`src/rtl/list_dma_walker.sv`:
```
module list_dma_walker #(
  parameter int MEM_AW     = 21,
  parameter int NODE_LIMIT = 8192,
  parameter int COST_W     = 32
) (
  input  logic              clk,
  input  logic              rst_n,
  input  logic              start,
  input  logic [31:0]       start_addr,
  output logic              busy,
  output logic              done,
  output logic              err,
  output logic [COST_W-1:0] cost,
  output logic              mem_req,
  output logic [MEM_AW-3:0] mem_addr,
  input  logic              mem_rvalid,
  input  logic [31:0]       mem_rdata,
  output logic              pl_valid,
  output logic [31:0]       pl_data,
  input  logic              pl_ready
);
  localparam int PTR_W = 24;
  localparam int CNT_W = 8;
  localparam int NCW   = $clog2(NODE_LIMIT + 1);
  localparam logic [NCW-1:0] NCAP = NCW'(NODE_LIMIT);

  typedef enum logic [2:0] {S_IDLE, S_HDR, S_HWAIT, S_PREQ, S_PWAIT, S_POUT} state_t;

  state_t           state;
  logic [PTR_W-1:0] cur, nxt, ptr;
  logic [CNT_W-1:0] left;
  logic [NCW-1:0]   nodes;

  wire              at_end   = cur[PTR_W-1];
  wire              at_cap   = (nodes == NCAP);
  wire [CNT_W-1:0]  hdr_len  = mem_rdata[31:24];
  wire [PTR_W-1:0]  hdr_next = mem_rdata[PTR_W-1:0];
  wire [COST_W-1:0] node_cost = (hdr_len == '0) ? COST_W'(10) : COST_W'(15) + COST_W'(hdr_len);
  wire [PTR_W-1:0]  rd_addr  = (state == S_HDR) ? cur : ptr;

  assign mem_req  = ((state == S_HDR) && !at_end && !at_cap) || (state == S_PREQ);
  assign mem_addr = rd_addr[MEM_AW-1:2];

  always_ff @(posedge clk) begin
    if (!rst_n) begin
      state    <= S_IDLE;
      cur      <= '0;
      nxt      <= '0;
      ptr      <= '0;
      left     <= '0;
      nodes    <= '0;
      busy     <= 1'b0;
      done     <= 1'b0;
      err      <= 1'b0;
      cost     <= '0;
      pl_valid <= 1'b0;
      pl_data  <= '0;
    end else begin
      done <= 1'b0;
      case (state)
        S_IDLE: if (start) begin
          cur   <= start_addr[PTR_W-1:0];
          cost  <= '0;
          nodes <= '0;
          err   <= 1'b0;
          busy  <= 1'b1;
          state <= S_HDR;
        end
        S_HDR: begin
          if (at_end) begin
            done  <= 1'b1;
            busy  <= 1'b0;
            state <= S_IDLE;
          end else if (at_cap) begin
            err   <= 1'b1;
            done  <= 1'b1;
            busy  <= 1'b0;
            state <= S_IDLE;
          end else begin
            state <= S_HWAIT;
          end
        end
        S_HWAIT: if (mem_rvalid) begin
          cost  <= cost + node_cost;
          nodes <= nodes + 1'b1;
          left  <= hdr_len;
          nxt   <= hdr_next;
          ptr   <= cur + PTR_W'(4);
          if (hdr_len == '0) begin
            cur   <= hdr_next;
            state <= S_HDR;
          end else begin
            state <= S_PREQ;
          end
        end
        S_PREQ: state <= S_PWAIT;
        S_PWAIT: if (mem_rvalid) begin
          pl_data  <= mem_rdata;
          pl_valid <= 1'b1;
          state    <= S_POUT;
        end
        S_POUT: if (pl_ready) begin
          pl_valid <= 1'b0;
          ptr      <= ptr + PTR_W'(4);
          left     <= left - 1'b1;
          if (left == CNT_W'(1)) begin
            cur   <= nxt;
            state <= S_HDR;
          end else begin
            state <= S_PREQ;
          end
        end
        default: state <= S_IDLE;
      endcase
    end
  end
endmodule

```
`config.mk`:
```
export PLATFORM = sky130hd
export DESIGN_NAME = list_dma_walker
export DESIGN_NICKNAME = d
export VERILOG_FILES = /design/src/rtl/list_dma_walker.sv
export SDC_FILE = /design/constraint.sdc
export NUM_CORES = 1
export LEC_CHECK = 0
export ABC_AREA = 1
export BUFFER_PORTS_ARGS = -buffer_cell sky130_fd_sc_hd__buf_4
export CORE_ASPECT_RATIO = 0.5
export CORE_MARGIN = 3
export CORE_UTILIZATION = 40
export DETAILED_ROUTE_END_ITERATION = 8
export HOLD_SLACK_MARGIN = 0.02
export PLACE_DENSITY = 0.71
export SETUP_SLACK_MARGIN = 0.5
export SYNTH_ARGS = -nofsm -noshare
export SYNTH_HDL_FRONTEND = slang
export SYNTH_SLANG_ARGS = --single-unit
```
`constraint.sdc`:
```
create_clock -name clk -period 3.4 [get_ports clk]
set_clock_uncertainty 0.05 [all_clocks]
set_input_delay 0.51 -clock clk [delete_from_list [all_inputs] [get_ports clk]]
set_output_delay 0.51 -clock clk [all_outputs]
set_load 0.1 [all_outputs]
```
# Word-level counts from Yosys, hierarchy flattened
# Index checks and enable logic that the tools add are counted.
word_totals:
  reg_bits: 165
  input_bits: 69
  output_inout_bits: 88
classes:
  add_sub_neg: 6
  n_eq_ne: 16
  muxes: 42
  n_reduce_logical: 22
ops:
  columns: ["operator", "n"]
  rows:
  - ["two-way mux 24 bit", 7]
  - ["one-hot mux 24 bit (3 select lines)", 1]
  - ["two-way mux 32 bit", 2]
  - ["one-hot mux 32 bit (2 select lines)", 1]
  - ["adder 24 x 3 -> 24 bit (second input constant)", 2]
  - ["one-hot mux 24 bit (2 select lines)", 1]
  - ["adder 32 x 9 -> 32 bit", 1]
  - ["two-way mux 14 bit", 2]
  - ["one-hot mux 14 bit (2 select lines)", 1]
  - ["two-way mux 21 bit", 1]
  - ["one-hot mux 3 bit (6 select lines)", 1]
  - ["two-way mux 8 bit", 2]
  - ["inequality test 2 bit (second input constant)", 8]
  - ["one-hot mux 8 bit (2 select lines)", 1]
  - ["adder 14 x 1 -> 14 bit (second input constant)", 1]
  - ["equality test 14 bit (second input constant)", 1]
  - ["two-way mux 3 bit", 4]
  - ["AND reduction 3 bit", 4]
  - ["two-way mux 1 bit", 10]
  - ["adder 4 x 8 -> 9 bit (first input constant)", 1]
  - ["two-way mux 9 bit", 1]
  - ["equality test 8 x 1 -> 1 bit (second input constant)", 1]
  - ["logical NOT 8 bit", 1]
  - ["two-way mux 2 bit", 4]
  - ["15 further kinds", 27]

# Longest topological paths before layout
# Gate-level depths: netlist (run 1).
depth:
  word_depth: 5
  depth_mapped: 21
  depth_no_buf: 21

# Worst setup path before layout (run 1)
# Ideal clock, no wire load.
synth_timing:
  kind: "reg-to-output"
  startpoint: "register state[0]"
  endpoint: "output mem_addr[13]"
  t_arrival_ps: 3141
  required_ps: 2840
  path_slack_ps: -301
  path_stages_with_launch: 7
  path_buffers: 2
  path_cell_list: "dfxtp_1 > buf_6 > buf_6 > nand2_1 > nor2_1 > inv_2 > o21ai_0"
synth_via:
  elab_chain_len: 2
synth_lines:
  columns: ["item", "line_no", "source"]
  rows:
  - ["start, declared", "29", "state_t state;"]
  - ["start signal, assigned", "46", "state <= S_IDLE;"]
  - ["start signal, assigned", "67", "state <= S_HDR;"]
  - ["start signal, assigned", "73", "state <= S_IDLE;"]
  - ["equality test 3 x 1 -> 1 bit", "39", "wire [PTR_W-1:0] rd_addr = (state == S_HDR) ? cur : ptr;"]
  - ["two-way mux 21 bit", "39", null]
  - ["end, declared", "15", "output logic [MEM_AW-3:0] mem_addr,"]
# Every way passes these cells.

# Worst setup path in the final report (run 1)
layout_timing:
  startpoint: "input mem_rdata[24]"
  endpoint: "register cost[20]"
layout_via:
  elab_chain_len: 5
  elab_cells_between_ends: 6
  classes_between: "add/sub (2); mux (3); reduce/logical (1)"
layout_lines:
  columns: ["item", "line_no", "source"]
  rows:
  - ["start, declared", "17", "input logic [31:0] mem_rdata,"]
  - ["adder 4 x 8 -> 9 bit or logical NOT 8 bit (tied branches)", "38", "wire [COST_W-1:0] node_cost = (hdr_len == '0) ? COST_W'(10) : COST_W'(15) + COST_W'(hdr_len);"]
  - ["two-way mux 9 bit (*)", "38", null]
  - ["adder 32 x 9 -> 32 bit (*)", "84", "cost <= cost + node_cost;"]
  - ["two-way mux 32 bit (*)", "83", "S_HWAIT: if (mem_rvalid) begin"]
  - ["one-hot mux 32 bit (2 select lines) (*)", "60", "case (state)"]
  - ["end signal, assigned", "84", null]
  - ["end, declared", "13", "output logic [COST_W-1:0] cost,"]
# Mark *: on every way between the ends. The rest lies on a longest branch, timed or not. The select of a mux whose other input is x is not followed.
# A chain may end at the register's enable or synchronous reset.

==> results.yml, run 1 <==
outcome:
  status: "complete, no violations"
drt:
  wl_per_cell_microns: 14.2
  routed_wirelength_mm: 23.7
  antenna_left: 0
  viasPerCell: 5.17
  num_vias: 8624
  drtIter0Drc: 645
  post-route-drc-count: 0
  dr.pass1.iters: 5
die:
  core_area_sq_um: 20000
  die_h_microns: 108
  rows: 36
  ios: 157
  initial_core_util: 0.419
  die_area_sq_um: 22800
  die_width_microns: 210
critical_path:
  endpoint_kind: "register"
  path_cells: "buf_4 -> inv_1 -> ha_1 -> nand2_1 -> nor2_1 -> nor2_1 -> inv_1 -> nor3_1 -> nor2_1 -> ha_1 -> nand2_1 -> nor2_1 -> nand3_1 -> o211ai_1 -> nand2_1 -> inv_1 -> nand2_1 -> nand2_1 -> inv_1 -> nor2_1"
  worstSetupStartpointType: "input port"
  crit_fanout: 5
  critPathKind: "input port to register"
  slowest_stage: "ha_1"
  crit_start: "mem_rdata[24]"
  cp.arrival_ps: 3050
  reg2regPathDepth: 13
  crit_required_ps: 3730
  regToRegStartpoint: "state[1]$_SDFFE_PN0P_"
  slowest_delay_ps: 360
yosys:
  synth_area_sq_um: 8360
  synth_flop_cell: "dfxtp_1"
  synth_area_per_cell_sq_um: 6.60
  yosysTopAreaCellShare: 0.364
  synth_top_family_by_area: "simple AND/OR/NAND/NOR gates"
  synth.distinct_cells: 42
  synth_common_cells: "nand2_1 (327), dfxtp_1 (152), nor2_1 (140)"
  synth-simple-area-share: 0.339
  yosysMostFrequentCell: "nand2_1"
  synth_top_cell_by_area: "dfxtp_1"
  ys_seq_elements: 152
  async_reset_ff_frac: 0
  syn_nets: 1353
  yosys.area_share.adder: 0.0263
  yosysWarnings: 0
  yosysSeqAreaShare: 0.364
  synth_mux_area_frac: 0
  synthTopCellsByArea: "dfxtp_1 (36%), nand2_1 (15%), a21oi_1 (6.8%)"
  syn_inst: 1267
  synth_edf_count: 0
  synth-xor-area-share: 0.0136
  synth_compound_area_frac: 0.159
placed_design:
  gp_congestion: 0.892
  port_buffers: 144
  post_dp_cell_area_sq_um: 9590
  hpwl_mm: 17.3
timing:
  fmax_mhz: 367
  hold_viol: 0
  fin_crit_ps: 2720
  period_share: 0.801
  slew_viol_final: 0
  rsz0062_at_grt: "yes"
  relSlewSlack: 0.508
  setup_violations: 0
  max_slew.worst_pin.slew_ps: 737
flow_run:
  max_cap_viol_count: 0
grt:
  grt_max_degree: 68
  grt_pass1_vias: 8019
  antenna_found_initial: 1
  grt_pass1_wl_mm: 38.2
  grt_overflow_total: 0
  grt_usage: 0.206
worst_hold_path:
  holdCritStartpoint: "mem_rdata[22]"
  hp-class: "input port to register"
  whs_path_depth: 3
final_layout:
  finish.utilization: 0.512
  final_layout_size_suffix_gt1_frac: 0.176
  diodes: 0
  fillers: 2015
  final_net_count: 1474
  design_area_sq_um: 10200
  syn2layout_area_growth_pct: 22.1
clock_tree:
  clk_path_buf_depth: 2
  clk_latency_ps: 440
  clkTransAtPathRegs_ps: 70
  htree_levels: 4
  cts_tree: "built"
  root_buffer: "clkbuf_16"
  clock-sinks: 152
  numCtsBuffers: 17
pwr:
  p_leak_nw: 4.44
  max-vdd-ir-drop_mv: 0.451
  power_density_nw_per_um2: 776
## metal layers
| layer | track usage | part of all wire | vias up |
|---|---|---|---|
| met5 | 0 | 0.00038 | - |
| met4 | 0.0745 | 0.021 | 2 |
| met3 | 0.0487 | 0.055 | 42 |
| met2 | 0.348 | 0.47 | 248 |
| met1 | 0.260 | 0.45 | 3950 |
| li1 | - | - | 4382 |
## state kept, by name (all words and copies together) (netlist names)
| name | cells |
|---|---|
| busy | 1 |
| nxt | 20 |
| nodes | 14 |
| done | 1 |
| ptr | 19 |
| err | 1 |
| state | 3 |
| pl_valid | 1 |
| cost | 32 |
| pl_data | 32 |
| left | 8 |
| cur | 20 |
## layout make-up
cell class	count	area (sq um)	area share
tap	266	333	0.0326
clock inverter	15	166	0.0163
multi-input combinational	920	4520	0.442
clock buffer	17	425	0.0417
inverter	135	507	0.0496
sequential	152	3040	0.298
timing repair buffer	162	1220	0.119
## layout by cell type, fill, tap and decap left out, types with 3 or more instances in the layout
master / n
inv_2: 5
o21ai_0: 72
nor3_1: 21
a21oi_1: 114
inv_6: 5
xnor2_1: 4
ha_1: 15
nand2_1: 325
nor2_4: 4
clkinv_4: 3
nor2_2: 8
nand3_2: 3
o21ai_2: 3
a31oi_1: 10
o21bai_1: 9
xor2_1: 9
nand3b_1: 3
nor3b_1: 3
nand2_2: 15
buf_4: 162
dfxtp_1: 151
nor4_1: 4
nor2_1: 138
clkbuf_16: 17
or2_2: 9
nand3_1: 84
a221oi_1: 20
inv_1: 130
nand4_1: 26
## per-stage QoR
step	power, mW	hold slack, ps	instances	setup TNS [ps]	setup WS [ps]
global placement	5.96	389	1633	0	252
CTS	7.94	283	1665	0	569
finish	7.92	301	1667	0	676
floorplan	5.25	380	1267	-638	-213
detailed placement	6.01	394	1633	0	154
global route	8.41	295	1667	0	454
## worst max-delay path: cells and delay by family
kind | cells | cell delay (ps)
adders and majority gates | 2 | 570
AOI/OAI and AO/OA | 1 | 170
buffers and inverters | 5 | 420
and+or+nand+nor | 12 | 1390
## final timing paths
path | slack (ps) | endpoint
worst min-delay path | 300 | pl_data[22]$_SDFFE_PN0P_
worst min register to register | 400 | nxt[8]$_SDFFE_PN0P_
worst max-delay path | 680 | cost[20]$_SDFFE_PN0P_
worst max register to register | 960 | ptr[18]$_SDFFE_PN0P_
## where the power goes
part | leakage [nW] | internal, mW | switching, mW
sequential | 1.23 | 2.08 | 0.219
clock | 0.287 | 1.10 | 0.830
combinational | 2.92 | 0.929 | 2.77
total | 4.44 | 4.10 | 3.82
## cells by family after synthesis
kind of cell | Yosys count
AOI/OAI and AO/OA | 238
xor gates and xnor gates | 13
adders and majority gates | 17
buffers and inverters | 195
DFF | 152
and+or+nand+nor | 652
## repair_timing
item | CTS | global route
hold buffers | 0 | 0
setup buffers | 0 | 2
endpoints found under the setup margin | 0 | 10
hold endpoints to repair | 0 | 0
resized for setup | 0 | 7
(Power assumes the default switching activity.)
==> run 2, diff against run 1 <==
--- a/config.mk
+++ b/config.mk
@@ -12,7 +12,7 @@
 export CORE_UTILIZATION = 40
 export DETAILED_ROUTE_END_ITERATION = 8
 export HOLD_SLACK_MARGIN = 0.02
-export PLACE_DENSITY = 0.71
+export PLACE_DENSITY = 0.73
 export SETUP_SLACK_MARGIN = 0.5
 export SYNTH_ARGS = -nofsm -noshare
 export SYNTH_HDL_FRONTEND = slang
==> constraint.sdc (replaced) <==
create_clock -name clk -period 2.3 [get_ports clk]
set_clock_uncertainty 0.05 [all_clocks]
set_input_delay 0.345 -clock clk [delete_from_list [all_inputs] [get_ports clk]]
set_output_delay 0.345 -clock clk [all_outputs]
set_load 0.1 [all_outputs]
==> results.yml, run 2 (same netlist as run 1, synthesis figures left out) <==
outcome:
  status: "finished with violations"
  violations: "setup timing"
critical_path:
  cp.depth: 18
  endpoint_kind: "register"
  crit_fanout: 4
  path_cells: "buf_8 -> inv_8 -> nand3_4 -> or2_4 -> nand3_2 -> buf_4 -> buf_4 -> nand2_1 -> inv_1 -> ha_4 -> a21oi_2 -> o21ai_2 -> buf_4 -> buf_6 -> a21o_1 -> a21oi_1 -> o21ai_1 -> a21oi_1"
  critPathTopFamily: "compound AO/OA/AOI/OAI gates"
  crit_top_cell: "buf_4"
  reg2regPathDepth: 13
  worstPathBufferInverterCount: 7
  slowest_delay_ps: 290
  slowest_stage: "or2_4"
  crit_required_ps: 2610
  worstSetupStartpointType: "input port"
  cp.arrival_ps: 2690
  critPathKind: "input port to register"
pwr:
  power_mw: 18.1
  clkPwrFrac: 0.165
  combPwrFrac: 0.632
  power.net_switching_mw: 8.62
  p_leak_nw: 6.43
  power_density_nw_per_um2: 1200
  p_sw_frac: 0.476
  p_int_mw: 9.49
  max-vdd-ir-drop_mv: 0.691
  pwr-share-seq: 0.203
die:
  initial_core_util: 0.419
  rows: 36
  die_width_microns: 210
  die_h_microns: 108
  core_area_sq_um: 20000
  ios: 157
  die_area_sq_um: 22800
worst_hold_path:
  hp-class: "input port to register"
  whs_path_depth: 3
final_layout:
  reg_top3: "cost x32, pl_data x32"
  final_net_count: 1683
  diodes: 0
  mostFrequentLayoutCell: "buf_4"
  layout_common_cells: "buf_4 (231), nand2_1 (201), dfxtp_1 (133)"
  final_layout_size_suffix_gt1_frac: 0.498
  syn2layout_area_growth_pct: 80.0
grt:
  grt_pass1_vias: 10100
  antenna_found_initial: 1
  grt_max_degree: 43
  grt_overflow_total: 0
  grt_pass1_wl_mm: 51.3
  grt_usage: 0.280
drt:
  antenna_left: 0
  drtIter0Drc: 1175
  dr.pass1.iters: 8
  wl_per_cell_microns: 21.4
  viasPerCell: 5.88
  post-route-drc-count: 0
  routed_wirelength_mm: 40.1
  num_vias: 11000
timing:
  setup_violations: 6
  slew_viol_final: 0
  fmax_mhz: 420
  fin_crit_ps: 2380
  setup_slack_ps: -83.6
  relSlewSlack: 0.604
  period_share: 1.04
  rsz0062_at_grt: "yes"
  hold_viol: 0
  max_slew.worst_pin.slew_ps: 594
placed_design:
  hpwl_mm: 19.1
  gp_congestion: 0.957
  place_ws_ps: -536
  port_buffers: 144
clock_tree:
  root_buffer: "clkbuf_16"
  clock-sinks: 152
  htree_levels: 4
  numCtsBuffers: 17
  clk_latency_ps: 450
  clkTransAtPathRegs_ps: 70
  cts_tree: "built"
  clk_path_buf_depth: 2
flow_run:
  max_cap_viol_count: 0
run 2: worst register-to-register path: stages, from the launching register on:
cell and delay, ps:
dfxtp_4 390, buf_6 100, buf_6 90, nand3_4 80
buf_8 150, buf_6 120, o21ai_4 190, ha_4 220
nand2_4 70, nor2_4 160, nand2_2 120, xnor2_2 160
o21bai_1 210, inv_1 80
run 2: power by group through the flow:
stage / clock [mW] / sequential (mW) / combinational, mW
after global placement: 0 / 3.51 / 5.84
after floorplan: 0 / 4.13 / 3.91
after detailed placement: 0 / 3.52 / 5.90
final: 2.99 / 3.67 / 11.4
after CTS: 2.95 / 3.50 / 9.14
after global routing: 3.07 / 3.69 / 11.8
run 2: worst paths after layout:
check,startpoint,to,slack (ps)
max,mem_rdata[24],cost[8]$_SDFFE_PN0P_,-80
min,mem_rdata[9],nxt[9]$_SDFFE_PN0P_,140
max reg2reg,state[2]$_SDFFE_PN0P_,ptr[10]$_SDFFE_PN0P_,-30
min reg2reg,nxt[12]$_SDFFE_PN0P_,nxt[12]$_SDFFE_PN0P_,400
run 2: routing by layer:
metal	vias up	wire length, microns	global-route usage
li1	4823	-	-
met1	5203	14700	0.332
met2	743	19100	0.494
met3	257	3660	0.0571
met4	2	2670	0.128
met5	-	17	0
run 2: through the flow:
stage	cell area (sq um)	hold WS, ps	cells	util	setup TNS [ps]
after floorplan	8700	380	1267	-	-1070
after global placement	10300	387	1680	0.517	-7040
after detailed placement	10300	394	1680	0.517	-10310
after CTS	13200	126	1822	0.664	0
after global routing	15000	136	1876	0.754	-1280
final	15000	138	1876	0.754	-149
run 2: layout make-up:
type / count / area (sq um)
Inverter: 135 / 593
Timing Repair inverter: 3 / 22.5
Clock buffer: 19 / 443
Tap cell: 266 / 333
Sequential cell: 152 / 3080
Clock inverter: 13 / 161
Multi-Input combinational cell: 920 / 6500
Fill cell: 1209 / 4910
Timing Repair Buffer: 368 / 3920
run 2: repair_timing:
action	in CTS	in global routing
resized for setup	337	342
pin swaps	92	150
setup endpoints to repair	107	149
hold buffers	0	0
gates cloned	16	3
setup buffers	94	51
